**src/rtl/sigcap_pkg.sv**
```systemverilog
package sigcap_pkg;

  // Strobes issued by the control to the datapath each cycle
  typedef struct packed {
    logic shiftEn;   // accept sigBit into the history register
    logic commitEn;  // last bit of a slot: write nibble into the buffer
  } sigStrobe_t;

endpackage

```
**src/rtl/sigcap_ctrl.sv**
```systemverilog
module sigcap_ctrl
  import sigcap_pkg::*;
#(
  parameter int NUM_SLOTS = 32,
  parameter int SLOT_BITS = 8,
  localparam int FRAME_BITS = NUM_SLOTS * SLOT_BITS,
  localparam int CNT_W      = $clog2(FRAME_BITS),
  localparam int OFF_W      = $clog2(SLOT_BITS),
  localparam int IDX_W      = $clog2(NUM_SLOTS)
) (
  input  logic             clk,
  input  logic             rst,
  input  logic             bitEn,
  input  logic             frameSync,
  output sigStrobe_t       strobe,
  output logic [IDX_W-1:0] slotIdx
);

  logic [CNT_W-1:0] bitCnt;
  logic [CNT_W-1:0] curPos;
  logic [CNT_W-1:0] nextPos;
  logic             locked;
  logic             lastBit;

  // position of the bit present this cycle; sync forces position zero
  always_comb begin
    curPos  = frameSync ? '0 : bitCnt;
    nextPos = (curPos == CNT_W'(FRAME_BITS - 1)) ? '0 : curPos + 1'b1;
    lastBit = (curPos[OFF_W-1:0] == OFF_W'(SLOT_BITS - 1));
  end

  assign slotIdx         = curPos[CNT_W-1:OFF_W];
  assign strobe.shiftEn  = bitEn;
  assign strobe.commitEn = bitEn && (locked || frameSync) && lastBit;

  always_ff @(posedge clk) begin
    if (rst) begin
      bitCnt <= '0;
      locked <= 1'b0;
    end else if (bitEn) begin
      bitCnt <= nextPos;
      locked <= locked || frameSync;
    end
  end

  // idle cycles leave the position untouched
  p_idle_hold_r8: assert property (@(posedge clk) disable iff (rst)
    !bitEn |=> $stable(bitCnt));

  // a sync bit makes the following bit position one
  p_sync_realign_r9: assert property (@(posedge clk) disable iff (rst)
    (bitEn && frameSync) |=> (bitCnt == CNT_W'(1)));

  // last bit of the frame wraps to zero
  p_frame_wrap_r10: assert property (@(posedge clk) disable iff (rst)
    (bitEn && !frameSync && bitCnt == CNT_W'(FRAME_BITS - 1)) |=> (bitCnt == '0));

endmodule

```
**src/rtl/sigcap_dpath.sv**
```systemverilog
module sigcap_dpath
  import sigcap_pkg::*;
#(
  parameter int NUM_SLOTS = 32,
  parameter int SIG_BITS  = 4,
  parameter int ENTRY_W   = 8,
  localparam int IDX_W    = $clog2(NUM_SLOTS),
  localparam int HIST_W   = SIG_BITS - 1
) (
  input  logic               clk,
  input  logic               rst,
  input  sigStrobe_t         strobe,
  input  logic [IDX_W-1:0]   slotIdx,
  input  logic               sigBit,
  input  logic               cpuWrEn,
  input  logic [IDX_W-1:0]   cpuAddr,
  input  logic [ENTRY_W-1:0] cpuWrData,
  output logic [ENTRY_W-1:0] cpuRdData
);

  logic [HIST_W-1:0]   shiftReg;
  logic [SIG_BITS-1:0] nibble;
  logic [SIG_BITS-1:0] entries [NUM_SLOTS];
  logic [NUM_SLOTS-1:0] cpuSel;
  logic [NUM_SLOTS-1:0] streamSel;
  logic                 unusedHighBits;
  logic                 armed;

  assign unusedHighBits = ^cpuWrData[ENTRY_W-1:SIG_BITS];

  // earlier bits sit higher; the current bit closes the nibble
  assign nibble = {shiftReg, sigBit};

  always_ff @(posedge clk) begin
    if (rst)                 shiftReg <= '0;
    else if (strobe.shiftEn) shiftReg <= nibble[HIST_W-1:0];
  end

  // per-entry write selects
  for (genvar i = 0; i < NUM_SLOTS; i++) begin : g_sel
    assign cpuSel[i]    = cpuWrEn && (cpuAddr == IDX_W'(i));
    assign streamSel[i] = strobe.commitEn && (slotIdx == IDX_W'(i));
  end

  // processor write has priority over the stream on the same entry
  always_ff @(posedge clk) begin
    if (rst) begin
      for (int i = 0; i < NUM_SLOTS; i++) entries[i] <= '0;
    end else begin
      for (int i = 0; i < NUM_SLOTS; i++) begin
        if (cpuSel[i])         entries[i] <= cpuWrData[SIG_BITS-1:0];
        else if (streamSel[i]) entries[i] <= nibble;
      end
    end
  end

  assign cpuRdData = {{(ENTRY_W - SIG_BITS){1'b0}}, entries[cpuAddr]};

  always_ff @(posedge clk) begin
    if (rst) armed <= 1'b0;
    else     armed <= 1'b1;
  end

  // a processor write always lands
  p_cpu_wins_r7: assert property (@(posedge clk) disable iff (rst)
    (armed && $past(cpuWrEn)) |->
      (entries[$past(cpuAddr)] == $past(cpuWrData[SIG_BITS-1:0])));

  // a stream commit lands unless the processor took that entry
  p_stream_lands_r3: assert property (@(posedge clk) disable iff (rst)
    (armed && $past(strobe.commitEn) &&
     !($past(cpuWrEn) && ($past(cpuAddr) == $past(slotIdx)))) |->
      (entries[$past(slotIdx)] == $past(nibble)));

endmodule

```
**src/rtl/sigcap_buffer.sv**
```systemverilog
module sigcap_buffer
  import sigcap_pkg::*;
#(
  parameter int NUM_SLOTS = 32,
  parameter int SLOT_BITS = 8,
  parameter int SIG_BITS  = 4,
  parameter int ENTRY_W   = 8
) (
  input  logic                         clk,
  input  logic                         rst,
  input  logic                         bitEn,
  input  logic                         frameSync,
  input  logic                         sigBit,
  input  logic                         cpuWrEn,
  input  logic [$clog2(NUM_SLOTS)-1:0] cpuAddr,
  input  logic [ENTRY_W-1:0]           cpuWrData,
  output logic [ENTRY_W-1:0]           cpuRdData
);

  localparam int IDX_W = $clog2(NUM_SLOTS);

  sigStrobe_t       strobe;
  logic [IDX_W-1:0] slotIdx;

  sigcap_ctrl #(
    .NUM_SLOTS(NUM_SLOTS),
    .SLOT_BITS(SLOT_BITS)
  ) u_ctrl (
    .clk      (clk),
    .rst      (rst),
    .bitEn    (bitEn),
    .frameSync(frameSync),
    .strobe   (strobe),
    .slotIdx  (slotIdx)
  );

  sigcap_dpath #(
    .NUM_SLOTS(NUM_SLOTS),
    .SIG_BITS (SIG_BITS),
    .ENTRY_W  (ENTRY_W)
  ) u_dpath (
    .clk      (clk),
    .rst      (rst),
    .strobe   (strobe),
    .slotIdx  (slotIdx),
    .sigBit   (sigBit),
    .cpuWrEn  (cpuWrEn),
    .cpuAddr  (cpuAddr),
    .cpuWrData(cpuWrData),
    .cpuRdData(cpuRdData)
  );

endmodule

```
**config.mk**
```make
export PLATFORM = sky130hd
export DESIGN_NAME = sigcap_buffer
export DESIGN_NICKNAME = d
export VERILOG_FILES = /design/src/rtl/sigcap_pkg.sv /design/src/rtl/sigcap_ctrl.sv /design/src/rtl/sigcap_dpath.sv /design/src/rtl/sigcap_buffer.sv
export SDC_FILE = /design/constraint.sdc
export NUM_CORES = 1
export LEC_CHECK = 0
export ABC_AREA = 1
export CAP_MARGIN = 10
export CORE_AREA = 2 2 147 149
export DETAILED_ROUTE_END_ITERATION = 16
export DIE_AREA = 0 0 149 151
export PLACE_DENSITY_LB_ADDON = 0.2
export SLEW_MARGIN = 20
export SYNTH_ARGS = -nofsm -noshare
export SYNTH_HDL_FRONTEND = slang
export SYNTH_SLANG_ARGS = --single-unit
```
**constraint.sdc**
```tcl
create_clock -name clk -period 2.9 [get_ports clk]
set_input_delay 0.58 -clock clk [delete_from_list [all_inputs] [get_ports clk]]
set_output_delay 0.58 -clock clk [all_outputs]
set_load 0.05 [all_outputs]
```
Word level (Yosys, flattened, before mapping)
Memories as Yosys holds them, arrays and structs flattened.
Index checks and enable logic that the tools add are counted.
{ "classes": {"reduce_logical": 69, "muxes": 292, "bitwise": 64, "add_sub_neg": 1, "eq_ne": 64} }
{ "ops": {"columns": ["op", "count"], "rows": [
  ["4-bit two-way mux", 64],
  ["1-bit two-way mux", 226],
  ["5-bit == test (second input constant)", 32],
  ["5-bit by 4-bit == test with 1-bit output (second input constant)", 16],
  ["1-bit logical AND", 66],
  ["1-bit OR", 64],
  ["5-bit by 3-bit == test with 1-bit output (second input constant)", 8],
  ["5-bit by 2-bit == test with 1-bit output (second input constant)", 4],
  ["8-bit two-way mux", 2],
  ["5-bit by 1-bit == test with 1-bit output (second input constant)", 2],
  ["5-bit zero test", 2],
  ["8-bit by 1-bit adder with 8-bit output (second input constant)", 1],
  ["8-bit == test (second input constant)", 1],
  ["3-bit == test (second input constant)", 1],
  ["1-bit logical OR", 1]
]} }
{ "word_totals": {"out_inout_bits": 8, "mem_count": 1, "ramBits": 128, "reg_bits": 12, "inputBits": 19, "elab_cells": 494} }
{ "memory_table": {"columns": ["memory", "words", "word_bits", "rd", "rd_ports_with_merged_regs", "wr", "line", "source"], "rows": [
  ["u_dpath.entries", 32, 4, 1, 0, 32, "sigcap_dpath.sv:23", "logic [SIG_BITS-1:0] entries [NUM_SLOTS];"]
]} }

Longest topological paths before layout
{ "logic_depth": {"depth_word": 9, "depth_mapped": 13} }

Cells and area by module
From an unflattened synthesis, not the netlist that was laid out.
{ "hier_totals": {"cells_unflattened": 1000, "area_unflattened_um2": 8084.0} }
{ "modules_own_cells": {"columns": ["mod", "cells_per_inst", "area_each_um2", "n_inst"], "rows": [
  ["sigcap_dpath", 918, 7528.5, 1],
  ["sigcap_ctrl", 82, 555.5, 1]
]} }

Worst setup path after synthesis
OpenSTA, ideal clock, no wires.
{ "synth_path": {"kind": "input to output", "startpoint": "input cpuAddr[0]", "endpoint": "output cpuRdData[2]", "t_arrival_ns": 2.195, "n_path_buf": 3, "cell_stages": 11, "t_required_ns": 2.320, "path_slack_ns": 0.125, "path_cell_list": "buf_2 > buf_2 > buf_1 > nand2_1 > nand2_1 > nand2_1 > nand2_1 > nand2_1 > nand3_1 > nor2_1 > nor2_1"} }
{ "synth_between": {"elab_chain_cells": 1} }
{ "synth_rtl": {"columns": ["item", "line", "source"], "rows": [
  ["start, declared", "sigcap_buffer.sv:15", "input logic [$clog2(NUM_SLOTS)-1:0] cpuAddr,"],
  ["memory read 32 x 4 bit", null, null],
  ["end, declared", "sigcap_buffer.sv:17", "output logic [ENTRY_W-1:0] cpuRdData"]
]} }
No other way between the ends.

Final worst setup path
{ "layout_path": {"startpoint": "input cpuAddr[2]", "endpoint": "output cpuRdData[1]"} }
Same word-level chain as after synthesis.

==> key figures <==
Die
  • Number of placed I/O pins: 27
  • Die area: 22500 um2
  • Die height: approximately 150 um
  • Core Area: between 20000 and 25000 um2
  • Chip Width: between 100 and 150 um
  • Site Rows: between 50 and 60
  • Initial Util: between 30% and 40%

Run
  • Max-Cap Viols: 0

Drt
  • WL/cell: about 18 um
  • Final ANT Viol Nets: 0
  • Drt first pass iters: 5
  • Final WL: about 26000 um
  • Vias: 7703
  • Drt drc: 0
  • Vias/cell: 5.42
  • Number of DRC markers in iteration 0: 781

Worst setup path
  • Critical R2R Launch: u_ctrl.bitCnt[0]$_SDFFE_PP0P_
  • Crit path capture type: output pin
  • FF-to-FF setup slack: 720 ps
  • Reg2Reg Depth: 10
  • CP max FO: 7
  • CP Launch Type: primary input
  • Worst setup path startpoint: cpuAddr[2]
  • Worst setup path class: primary input to output pin
  • CP required: roughly 2300 ps
  • WP data arrival: roughly 2300 ps

Finish
  • Fillcell total: between 2000 and 2500
  • Share of cells above drive strength 1: between 10 and 15%
  • Layout Area Growth over Synthesis: 19.7%
  • Final Net Count: about 1200
  • Final Core Density: 47.4%
  • Ant diodes: 0

Clock tree
  • Worst-path clk slew: around 70 ps
  • Clock Tree Buf Depth: 2
  • CTS H-tree depth: 4
  • Clk_lat worst skew: roughly 430 ps
  • Root Driver: clkbuf_16
  • Clk sinks: 140
  • CTS buffer count: 17
  • TritonCTS clock tree: built

Global routing
  • Tot GR Track Use: 23.5%
  • Grt ovf: 0
  • Met3 usage: under 10%
  • Layer with the highest usage: met2
  • Initial antenna violation count: 0
  • Vias in the first global route: 7178
  • Largest net degree at the start of global routing: 42
  • Global-route wire length before repair: 39700 um
  • GR Layer Usage met2: around two fifths
  • GR Util met1: 32.0%

Timing
  • Post-layout min period: 2890 ps
  • Final period util: approximately 100%
  • RSZ-0062 raised after global routing: false
  • Skew final: approximately 9.2 ps
  • Slew Viols, Final: 0
  • Fin Setup TNS: 0 ps
  • Max_slew headroom: a little over 60%
  • Max Freq: 347 MHz
  • Hold WS: 469 ps
  • Final hold violation count: 0
  • Final setup vio count: 0
  • Post-route setup slack: 14.1 ps
  • Worst Tran Pin Value: just under 600 ps

Hold path
  • WHS Path Cells: 2
  • Worst hold start: u_ctrl.bitCnt[0]$_SDFFE_PP0P_
  • Hold crit path type: flop to flop

Power and ir drop
  • VDD IR max: approximately 0.00041 V
  • Tot Pwr: 5.31 mW
  • Leak: 4.04 nW
  • PD cells: 537 nW/um2

Yosys
  • Main flop type after synthesis: edfxtp_1
  • Syn_area_per_cell: approximately 7.7 um2
  • Async set or reset register ratio after synthesis: 0%
  • Flops & latches, synth: 140
  • Unique masters post-synth: 32
  • Cell taking the most area after synthesis: edfxtp_1
  • Leading post-synthesis cells by cell area: edfxtp_1 47%, nand2_1 21%, o21ai_0 4.9%
  • Synth Cell Area: slightly above 8000 um2
  • Yosys warns: 0
  • EDFF count, synth: about 130
  • Cells after Synth: between 1000 and 1500
  • Seq/Total Area, Yosys: ~50%
  • Share of the synthesized area in the top cell type: between 40% and 50%

Status
  • Status: finished, final reports clean

Place
  • Setup WS pre-CTS: -12.8 ps
  • DP HPWL: 17900 um
  • Buffers added on ports: 18
  • Global placer's final weighted congestion: 0.963
sequential cells by signal, summed over array words and instances (netlist names):
signal / cells
u_dpath.entries: 128
u_dpath.shiftReg: 3
u_ctrl.locked: 1
u_ctrl.bitCnt: 8
final timing paths:
| check | to |
|---|---|
| worst min register to register | u_ctrl.bitCnt[0]$_SDFFE_PP0P_ |
| worst max-delay path | cpuRdData[1] |
| worst min-delay path | u_ctrl.bitCnt[0]$_SDFFE_PP0P_ |
| worst max register to register | u_dpath.entries[12][1]$_SDFFCE_PN0P_ |
critical path, stage by stage:
cell,delay [ps]
clkdlybuf4s50_1,570
inv_1,80
buf_4,140
nor2_2,120
buf_6,160
nand2_1,60
nand3_1,110
nor2_2,70
nor2_1,150
buf_4,140
buf_12,120
synth_stat cells, types with 10 or more instances:
master / n
buf_2: 13
nand2_1: 456
clkbuf_1: 32
edfxtp_1: 128
buf_1: 11
a21oi_1: 18
dfxtp_1: 12
nor2_1: 74
nand4_1: 10
o21ai_0: 81
nand3_1: 71
o22ai_1: 59
inv_1: 49
power breakdown:
group | internal (mW) | switching, mW | total (mW)
registers | 2.34 | 0.0411 | 2.38
logic | 0.237 | 0.459 | 0.696
clock network | 1.35 | 0.880 | 2.23
final cells by class:
cell class	instances	area, um2	share of cell area (%)
Sequential cell	140	4080	41.3
Clock inverter	14	170	1.72
Multi-Input combinational cell	815	3680	37.3
Inverter	59	223	2.25
Clock buffer	18	429	4.34
Tap cell	275	344	3.48
Timing Repair Buffer	101	946	9.57
logic make-up after synthesis:
family	Yosys count	synth area share (%)
other	1	0.0454
adder cells (fa/ha/maj)	2	0.303
buffers and inverters	123	6.25
AO/OA/AOI/OAI	167	11.3
AND/OR/NAND/NOR	642	32.6
flip-flops	140	49.5
cell usage in the layout (no fill, tap or decap), drive strengths merged:
cell,count
clkinvlp,3
o21ai,81
inv,54
clkbuf,18
nand3,79
nand4,13
buf,88
dlymetal6s2s,1
clkdlybuf4s50,12
o22ai,59
nand2,459
o21bai,2
nor3,8
dfxtp,12
nor2,81
ha,2
a21oi,19
nand3b,1
clkinv,13
bufinv,3
edfxtp,128
conb,4
or2,1
o211ai,6
metal layers:
metal | vias up | wire length (um)
li1 | 3733 | -
met1 | 3590 | 11500
met2 | 335 | 12000
met3 | 45 | 1570
met4 | 0 | 565
met5 | - | 0
through the flow:
step | area [um2] | cells
6_report | 9880 | 1422
5_1_grt | 9880 | 1422
2_1_floorplan | 8260 | 1078
4_1_cts | 9840 | 1419
3_5_place_dp | 9230 | 1387
3_3_place_gp | 9230 | 1387
repair_timing:
item	CTS	global route
hold buffers	0	0
gates resized for setup	3	12
buffers inserted	0	2
setup endpoints to repair	3	4
pin swaps	0	2
cloned	0	1
(Power assumes the default switching activity.)
